<file path="config.mk">
export PLATFORM = sky130hd
export DESIGN_NAME = rdResponder
export DESIGN_NICKNAME = d
export VERILOG_FILES = /design/src/rtl/rdrsp_pkg.sv /design/src/rtl/rdrsp_datapath.sv /design/src/rtl/rdrsp_ctrl.sv /design/src/rtl/rdResponder.sv
export SDC_FILE = /design/constraint.sdc
export NUM_CORES = 1
export LEC_CHECK = 0
export BUFFER_PORTS_ARGS = -buffer_cell sky130_fd_sc_hd__buf_2
export CAP_MARGIN = 15
export CORE_MARGIN = 3
export CORE_UTILIZATION = 58
export CTS_BUF_LIST = sky130_fd_sc_hd__clkbuf_4 sky130_fd_sc_hd__clkbuf_8 sky130_fd_sc_hd__clkbuf_16
export DETAILED_ROUTE_END_ITERATION = 10
export PLACE_DENSITY = 0.85
export SYNTH_ARGS = -nofsm -noshare
export SYNTH_HDL_FRONTEND = slang
export SYNTH_SLANG_ARGS = --single-unit
</file>
<file path="constraint.sdc">
create_clock -name clk -period 5.6 [get_ports clk]
set_clock_uncertainty 0.05 [all_clocks]
set_input_delay 0.28 -clock clk [delete_from_list [all_inputs] [get_ports clk]]
set_output_delay 0.28 -clock clk [all_outputs]
set_load 0.01 [all_outputs]
</file>
<file path="src/rtl/rdrsp_pkg.sv">
package rdrsp_pkg;
  localparam int HDR_W = 104;
  localparam int BUS_W = 128;
  localparam int HALF_W = BUS_W / 2;
  localparam int CNT_W = 3;
  localparam logic [3:0] REQ_FTYPE = 4'd2;
  localparam logic [3:0] REQ_TTYPE = 4'd4;
  localparam logic [3:0] RSP_FTYPE = 4'd13;
  localparam logic [3:0] RSP_TTYPE = 4'd8;
  localparam logic [3:0] SIZE_CODE = 4'b1100;
  localparam logic [3:0] TAIL_EMPTY = 4'd8;
  localparam logic [7:0] RSP_HDR_BYTES = 8'd8;

  // strobes from control to datapath
  typedef struct packed {
    logic loadHdr;
    logic loadFirst;
    logic capNext;
    logic advance;
    logic padTail;
    logic useMem;
  } dpCtrl_t;
endpackage

</file>
<file path="src/rtl/rdrsp_datapath.sv">
module rdrsp_datapath
  import rdrsp_pkg::*;
#(
  parameter int AW = 8
) (
  input  logic                clk,
  input  logic                rstN,
  input  logic [HDR_W-1:0]    reqHdr,
  input  logic [BUS_W-1:0]    memRdData,
  input  dpCtrl_t             ctrl,
  output logic                hdrOk,
  output logic [CNT_W-1:0]    decWords,
  output logic [AW-1:0]       reqBase,
  output logic [AW-1:0]       baseWord,
  output logic [BUS_W-1:0]    txData
);
  logic [30:0]       extDwAddr;
  logic [30:0]       extWordAddr;
  logic [1:0]        prioInc;
  logic [HALF_W-1:0] rspHdrQ;
  logic [HALF_W-1:0] lowHalfQ;
  logic [BUS_W-1:0]  nextWordQ;
  logic [BUS_W-1:0]  srcWord;
  logic [BUS_W-1:0]  txDataQ;
  logic [AW-1:0]     baseWordQ;

  always_comb begin
    hdrOk = (reqHdr[99:96] == REQ_FTYPE) && (reqHdr[63:60] == REQ_TTYPE) &&
            (reqHdr[59:56] == SIZE_CODE) && (reqHdr[15:0] == 16'h0000);
    decWords = reqHdr[18] ? CNT_W'(4) : CNT_W'(2);
    extDwAddr = {reqHdr[17:16], reqHdr[47:19]};
    extWordAddr = extDwAddr >> 1;
    reqBase = AW'(extWordAddr);
    prioInc = (reqHdr[103:102] == 2'd3) ? 2'd3 : reqHdr[103:102] + 2'd1;
    srcWord = ctrl.useMem ? memRdData : nextWordQ;
  end

  always_ff @(posedge clk) begin
    if (!rstN) begin
      rspHdrQ   <= '0;
      lowHalfQ  <= '0;
      nextWordQ <= '0;
      txDataQ   <= '0;
      baseWordQ <= '0;
    end else begin
      if (ctrl.loadHdr) begin
        rspHdrQ <= {prioInc, reqHdr[101:100], RSP_FTYPE, reqHdr[79:64],
                    reqHdr[95:80], RSP_TTYPE, 4'h0, reqHdr[55:48], 8'h00};
        baseWordQ <= reqBase;
      end
      if (ctrl.loadFirst) begin
        txDataQ  <= {rspHdrQ, memRdData[BUS_W-1:HALF_W]};
        lowHalfQ <= memRdData[HALF_W-1:0];
      end
      if (ctrl.capNext) nextWordQ <= memRdData;
      if (ctrl.advance) begin
        if (ctrl.padTail) begin
          txDataQ <= {lowHalfQ, {HALF_W{1'b0}}};
        end else begin
          txDataQ  <= {lowHalfQ, srcWord[BUS_W-1:HALF_W]};
          lowHalfQ <= srcWord[HALF_W-1:0];
        end
      end
    end
  end

  assign txData   = txDataQ;
  assign baseWord = baseWordQ;
endmodule

</file>
<file path="src/rtl/rdrsp_ctrl.sv">
module rdrsp_ctrl
  import rdrsp_pkg::*;
#(
  parameter int AW = 8
) (
  input  logic             clk,
  input  logic             rstN,
  input  logic             reqValid,
  input  logic             txReady,
  input  logic             hdrOk,
  input  logic [CNT_W-1:0] decWords,
  input  logic [AW-1:0]    reqBase,
  input  logic [AW-1:0]    baseWord,
  output logic             reqReady,
  output logic             reqErr,
  output logic             memRdEn,
  output logic [AW-1:0]    memRdAddr,
  output logic             txValid,
  output logic             txSop,
  output logic             txEop,
  output logic [3:0]       txEmpty,
  output logic [7:0]       txSize,
  output dpCtrl_t          ctrl
);
  typedef enum logic [1:0] {S_IDLE, S_PRIME, S_SEND} state_t;
  state_t            stateQ;
  logic [CNT_W-1:0]  rdIdxQ;
  logic [CNT_W-1:0]  beatIdxQ;
  logic [CNT_W-1:0]  nWordsQ;
  logic              rdPendQ;
  logic              errQ;
  logic              fire;
  logic              lastBeat;

  always_comb begin
    ctrl      = '0;
    memRdEn   = 1'b0;
    memRdAddr = baseWord + AW'(rdIdxQ);
    reqReady  = (stateQ == S_IDLE);
    txValid   = (stateQ == S_SEND);
    fire      = txValid && txReady;
    lastBeat  = (beatIdxQ == nWordsQ);
    case (stateQ)
      S_IDLE: begin
        if (reqValid && hdrOk) begin
          ctrl.loadHdr = 1'b1;
          memRdEn      = 1'b1;
          memRdAddr    = reqBase;
        end
      end
      S_PRIME: begin
        ctrl.loadFirst = 1'b1;
        memRdEn        = 1'b1;
      end
      default: begin
        ctrl.useMem  = rdPendQ;
        ctrl.capNext = rdPendQ && !fire;
        if (fire && !lastBeat) begin
          ctrl.advance = 1'b1;
          ctrl.padTail = (beatIdxQ + CNT_W'(1)) == nWordsQ;
        end
        memRdEn = fire && (rdIdxQ < nWordsQ);
      end
    endcase
    txSop   = txValid && (beatIdxQ == '0);
    txEop   = txValid && lastBeat;
    txEmpty = txEop ? TAIL_EMPTY : 4'd0;
    txSize  = txValid ? (8'({nWordsQ, 4'b0000}) + RSP_HDR_BYTES) : 8'd0;
  end

  always_ff @(posedge clk) begin
    if (!rstN) begin
      stateQ   <= S_IDLE;
      rdIdxQ   <= '0;
      beatIdxQ <= '0;
      nWordsQ  <= CNT_W'(2);
      rdPendQ  <= 1'b0;
      errQ     <= 1'b0;
    end else begin
      errQ    <= 1'b0;
      rdPendQ <= 1'b0;
      case (stateQ)
        S_IDLE: begin
          if (reqValid && hdrOk) begin
            nWordsQ <= decWords;
            rdIdxQ  <= CNT_W'(1);
            stateQ  <= S_PRIME;
          end else if (reqValid) begin
            errQ <= 1'b1;
          end
        end
        S_PRIME: begin
          rdIdxQ   <= CNT_W'(2);
          rdPendQ  <= 1'b1;
          beatIdxQ <= '0;
          stateQ   <= S_SEND;
        end
        default: begin
          rdPendQ <= memRdEn;
          if (memRdEn) rdIdxQ <= rdIdxQ + CNT_W'(1);
          if (fire) begin
            if (lastBeat) stateQ <= S_IDLE;
            else beatIdxQ <= beatIdxQ + CNT_W'(1);
          end
        end
      endcase
    end
  end

  assign reqErr = errQ;
endmodule

</file>
<file path="src/rtl/rdResponder.sv">
module rdResponder
  import rdrsp_pkg::*;
#(
  parameter int AW = 8
) (
  input  logic             clk,
  input  logic             rstN,
  input  logic             reqValid,
  output logic             reqReady,
  input  logic [HDR_W-1:0] reqHdr,
  output logic             reqErr,
  output logic             memRdEn,
  output logic [AW-1:0]    memRdAddr,
  input  logic [BUS_W-1:0] memRdData,
  output logic             txValid,
  input  logic             txReady,
  output logic [BUS_W-1:0] txData,
  output logic             txSop,
  output logic             txEop,
  output logic [3:0]       txEmpty,
  output logic [7:0]       txSize
);
  dpCtrl_t          ctrl;
  logic             hdrOk;
  logic [CNT_W-1:0] decWords;
  logic [AW-1:0]    reqBase;
  logic [AW-1:0]    baseWord;

  rdrsp_ctrl #(.AW(AW)) u_ctrl (
    .clk(clk), .rstN(rstN), .reqValid(reqValid), .txReady(txReady),
    .hdrOk(hdrOk), .decWords(decWords), .reqBase(reqBase), .baseWord(baseWord),
    .reqReady(reqReady), .reqErr(reqErr), .memRdEn(memRdEn), .memRdAddr(memRdAddr),
    .txValid(txValid), .txSop(txSop), .txEop(txEop), .txEmpty(txEmpty),
    .txSize(txSize), .ctrl(ctrl)
  );

  rdrsp_datapath #(.AW(AW)) u_dp (
    .clk(clk), .rstN(rstN), .reqHdr(reqHdr), .memRdData(memRdData), .ctrl(ctrl),
    .hdrOk(hdrOk), .decWords(decWords), .reqBase(reqBase), .baseWord(baseWord),
    .txData(txData)
  );
endmodule

</file>
Word-level counts from Yosys, hierarchy flattened. Cells that the tools add are included. W data, S select, Z words.

Add/sub/neg operators: 5. Magnitude comparators: 1. Eq/ne operators: 10. Muxes and demuxes: 31. Bitwise operators: 2. Reductions and logical operators: 26.

Operator list (count): $mux W128 (3); $mux W64 (4); $mux W8 (3); $logic_not A16 Y1 (1); $mux W3 (5); $pmux W3 S2 (2); $logic_and A1 B1 Y1 (10); $mux W2 (5); $reduce_bool A3 Y1 (3); $add A7 B4 Y8 const B (1); $add A8 B3 Y8 (1); $mux W4 (2); $add A3 B1 Y3 const B (2); $eq A3 B3 Y1 (2); $reduce_and A3 Y1 (2); $eq A2 B2 Y1 const B (2); $eq A4 B2 Y1 const B (1); $eq A4 B3 Y1 const B (1); $eq A4 B4 Y1 const B (1); $mux W1 (4); $pmux W1 S2 (2); $pmux W2 S2 (1); $reduce_and A2 Y1 (2); $reduce_bool A2 Y1 (2); 11 further kinds (13).

Register bits after elaboration: 389. Input bits: 236.

Depth between registers and ports, before layout.
Depth after elaboration: 9. Mapped depth: 9. Mapped depth without buffers: 7.

Modules after synthesis. From an unflattened synthesis, not the netlist that was laid out.

Cell total of the unflattened synthesis: 1598. Area total of the unflattened synthesis: 16540.9 µm².

By module, submodules not included: rdrsp_datapath (times used 1, cells an instance 1465, area an instance 15416.0 µm²); rdrsp_ctrl (times used 1, cells an instance 133, area an instance 1124.8 µm²).

Worst setup path before layout. No wires, ideal clock.

Path type: register to register. From: register u_ctrl.beatIdxQ[0]. To: register u_dp.lowHalfQ[10]. Library setup time: 115 ps. Arrival time: 1963 ps. Data required time: 5435 ps. Slack: 3472 ps. Cell stages (with the launch flop): 10. Buffers on the path: 2. Clock period less this slack: 2128 ps. Cell sequence: dfxtp_1 > inv_1 > ha_1 > xor2_1 > nor3_2 > nand2b_1 > buf_2 > buf_2 > nand3_1 > and3_1.

Longest elaborated chain between the ends: 7.

RTL lines: from (decl) (RTL line rdrsp_ctrl.sv:28) `logic [CNT_W-1:0] beatIdxQ;`; from (signal assigned) (RTL line rdrsp_ctrl.sv:103) `else beatIdxQ <= beatIdxQ + CNT_W'(1);`; branches (longest 3 deep; another with $add A3 B1 Y3); $mux W2 (*) (RTL line rdrsp_ctrl.sv:58) `if (fire && !lastBeat) begin`; $mux W4 (*) (RTL line rdrsp_ctrl.sv:43) `case (stateQ)`; $mux W64 (RTL line rdrsp_datapath.sv:57) `if (ctrl.padTail) begin`; $mux W64 (*) (RTL line rdrsp_datapath.sv:56) `if (ctrl.advance) begin`; to (signal assigned) (RTL line rdrsp_datapath.sv:53) `lowHalfQ <= memRdData[HALF_W-1:0];`; to (signal assigned) (RTL line rdrsp_datapath.sv:61) `lowHalfQ <= srcWord[HALF_W-1:0];`; to (decl) (RTL line rdrsp_datapath.sv:21) `logic [HALF_W-1:0] lowHalfQ;`.

Mark *: on every way between the ends. A chain may end at the register's enable or synchronous reset.

Worst setup path in the final report.
From: register u_ctrl.stateQ[1]. To: output memRdEn.

Longest elaborated chain between the ends: 4.

RTL lines: from (decl) (RTL line rdrsp_ctrl.sv:26) `state_t stateQ;`; from (signal assigned) (RTL line rdrsp_ctrl.sv:73) `stateQ <= S_IDLE;`; from (signal assigned) (RTL line rdrsp_ctrl.sv:87) `stateQ <= S_PRIME;`; from (signal assigned) (RTL line rdrsp_ctrl.sv:96) `stateQ <= S_SEND;`; $eq A2 B2 Y1 (RTL line rdrsp_ctrl.sv:40) `txValid = (stateQ == S_SEND);`; $logic_and A1 B1 Y1 (RTL line rdrsp_ctrl.sv:41) `fire = txValid && txReady;`; $logic_and A1 B1 Y1 (RTL line rdrsp_ctrl.sv:62) `memRdEn = fire && (rdIdxQ < nWordsQ);`; $pmux W1 S2 (*) (RTL line rdrsp_ctrl.sv:43); to (decl) (RTL line rdResponder.sv:12) `output logic memRdEn,`.

Mark *: on every way between the ends. The rest lies on a longest branch, timed or not.

==> impl_metrics.ini <==
[status]
status = completed

[synthesis]
number_of_synthesized_flops_with_an_enable_pin = 0
ys_ff_latch = 385
yosysUniqueCellTypes = 51
synth-compound-area-share_pct = 18.29
synth_fa_ha_area_share_pct = 0.6447
postSynthAreaPerCell_um2 = 7.632
netlist_instances = 2187
postSynth.topFlopCell = dfxtp_1
synth-async-reset-ratio_pct = 0
synth_sequential_area_ratio_pct = 46.18
yosys_warnings = 0
yosys.area_share.xor_xnor_pct = 0.7196
post_synth_mux_area_share_pct = 0.1199
post_syn_area_um2 = 16690
simple_gate_share_of_the_synthesized_area_pct = 28.91
synth_top_family_by_area = simple AND/OR/NAND/NOR gates

[die]
floorplan.initialDensity_pct = 59.43
row_cnt = 61
fp.dieArea_um2 = 30850
boundaryPins = 390
placeableCoreArea_um2 = 28090
fp.dieH_um = 175.6
die-width_um = 175.6

[sta]
slew_margin_rel_pct = 18.97
period_share_pct = 66.27
max_slew.worst_pin.slew_ns = 1.215
final_slew_violations = 0
period_minus_slack_ns = 3.711
post_route_worst_setup_slack_ns = 1.889
finalSetupTns_ns = 0
timing_hold_violations_final = 0
max_clock_freq_mhz = 269.4
setup_repair_after_global_routing_missed_its_margin = false
setup_viol_count_final = 0

[setup_path]
timing.critical_path.cells = nor2_1, nand2_1, or4_2, nand2_1, buf_2
standard_cell_with_the_maximum_stage_delay_on_the_critical_path = dfxtp_4
criticalPathCategory = flop to primary output
critPathArrivalTime_ns = 3.38
critPathRequiredTime_ns = 5.27
rr_startpoint = u_ctrl.stateQ[1]
endpoint_kind = primary output
critical-path-max-stage-delay_ns = 1.01
worstPathBufferInverterCount = 1
cell_occurring_most_often_along_the_worst_timing_path = nand2_1
critPathMaxFanout = 78
critical_path.startpoint_type = flop
cp-startpoint = u_ctrl.stateQ[1]
cp_top_delay_family = simple AND/OR/NAND/NOR gates

[placed_design]
numPortBuffers = 358
pre_cts_ws_ns = 2.259
dp_hpwl_mm = 29.52
gp_congestion = 0.8226

[clock_tree]
clkTransAtPathRegs_ns = 0.06
cts_buffers = 40
maximum_level_of_the_cts_h_tree = 2
clock_tree.root_cell = clkbuf_16
clkLatencyLatePin_ns = 0.53
tritoncts_num_sinks = 385
cts_tree = yes
largest_buffer_count_on_any_clock_path = 3

[global_route]
gr-usage-all-layers_pct = 33.91
grt_overflow = 0
antenna_found_initial = 7
grt_start_max_net_pins = 204
grt_pass1_vias = 17460
first_pass_grt_wire_length_mm = 87.80

[power]
power_density_nw_per_um2 = 271.3
internal-power_uw = 4638
clk_pwr_share_pct = 48.7
switching_power_uw = 1221
seq_power_share_pct = 46.7
vdd_drop_max_mv = 0.2436
combPwrFrac_pct = 4.6
power.share.switching_pct = 20.84
leakage_uw = 0.009316

[layout]
commonest_cells_after_routing_fill_and_taps_aside = nand2_1, dfxtp_1, buf_2
layout_commonest_cell = nand2_1
post-route-util_pct = 76.90
ratio_of_cells_with_drive_above_1_in_the_final_layout_pct = 17.78
seqCellArea_um2 = 7712
final_nets = 2836
layout-area-overhead-vs-synth_pct = 29.40
final.fill_count = 1820
multi_input_logic_area_um2 = 8225

[hold_path]
hold_start = reqHdr[79]
worst_hold_path_type = primary input to flop

[route]
detailroute.via_count = 17820
drt-total-wl_mm = 55.59
drt-wirelength-per-cell_um = 18.50
routed_via_density = 5.931
drtPass1Iterations = 8
ant_nets = 0
drt_iter0_markers = 1910
route.detailed.drc = 0

[run]
maxCapViolations = 0
==> logic make-up after synthesis <==
kind of cell | after synthesis
and+or+nand+nor | 1120
AOI/OAI and AO/OA | 457
DFF | 385
buffers and inverters | 202
xor gates and xnor gates | 12
adders and majority gates | 8
muxes | 2
other | 1
==> metrics by stage <==
stage	hold WS (ns)	area [µm²]	total power (µW)	std cells
4_1_cts	0.0006705	21560	5861	2998
3_3_place_gp	0.3873	18390	2954	2753
5_1_grt	0.01615	21600	6006	3004
3_5_place_dp	0.3938	18390	2956	2753
2_1_floorplan	0.3559	16720	2858	2194
6_report	0.008684	21600	5859	3005
==> path summary, 6_finish.rpt <==
path	endpoint	cells past startpoint	slack, ns
worst max-delay path	memRdEn	5	1.89
worst min-delay path	u_dp.rspHdrQ[55]	3	0.009
worst max register to register	u_dp.lowHalfQ[27]	6	2.13
worst min register to register	u_dp.txData[39]	2	0.40
==> registers in the layout (all words and copies together), names as in the netlist <==
name / flops
u_ctrl.beatIdxQ: 3
u_ctrl.nWordsQ: 2
u_ctrl.rdIdxQ: 3
u_ctrl.rdPendQ: 1
u_ctrl.reqErr: 1
u_ctrl.stateQ: 2
u_dp.baseWord: 8
u_dp.lowHalfQ: 64
u_dp.nextWordQ: 128
u_dp.rspHdrQ: 45
u_dp.txData: 128
==> worst register-to-register path: cells and delay by family (launching register included) <==
family,cells,cell delay (ns)
and+or+nand+nor,4,1.57
buffers and inverters,1,0.50
DFF,1,1.01
AOI/OAI and AO/OA,1,0.23
==> power groups by stage <==
stage	logic [µW]	clock network (µW)	registers [µW]
CTS	257	2870	2740
global placement	154	0	2800
global route	283	2990	2740
finish	268	2850	2740
detailed placement	157	0	2800
floorplan	58.1	0	2800
==> timing repair <==
item | 4_1_cts | 5_1_grt
endpoints found under the hold margin | 176 | 0
hold buffers | 174 | 0
gates resized for setup | 0 | 0
setup buffers | 0 | 0
==> final cells by class <==
cell class                 instances  area share (%)
tap                              378           2.190
timing repair buffer             552           17.25
clock inverter                    14          0.9790
clock buffer                      57           5.619
multi-input combinational       1607           38.08
antenna                            6         0.06952
inverter                           6          0.1043
sequential                       385           35.71
==> cells in the mapped netlist (6+ instances only) <==
cell type	n	area [µm²]
dfxtp_1	385	7707
o21ai_0	126	630.6
and3_1	66	412.9
xor2_1	10	87.58
a21oi_1	66	330.3
a21boi_1	38	285.3
ha_1	7	87.58
buf_2	29	145.1
o21ai_1	10	50.05
nand2_1	741	2781
buf_4	14	105.1
inv_1	6	22.52
o211a_1	45	450.4
nor2_1	12	45.04
clkbuf_1	149	559.3
nand3_1	268	1341
a21boi_0	158	1186
==> routing by layer <==
| metal | GRT usage (%) | routed length (µm) | vias to the layer above |
|---|---|---|---|
| li1 | - | - | 8134 |
| met1 | 40.94 | 21390 | 8403 |
| met2 | 56.50 | 26710 | 1034 |
| met3 | 7.847 | 4694 | 248 |
| met4 | 17.68 | 2773 | 4 |
| met5 | 0 | 21 | - |
Power figures use the tool's default switching activity.
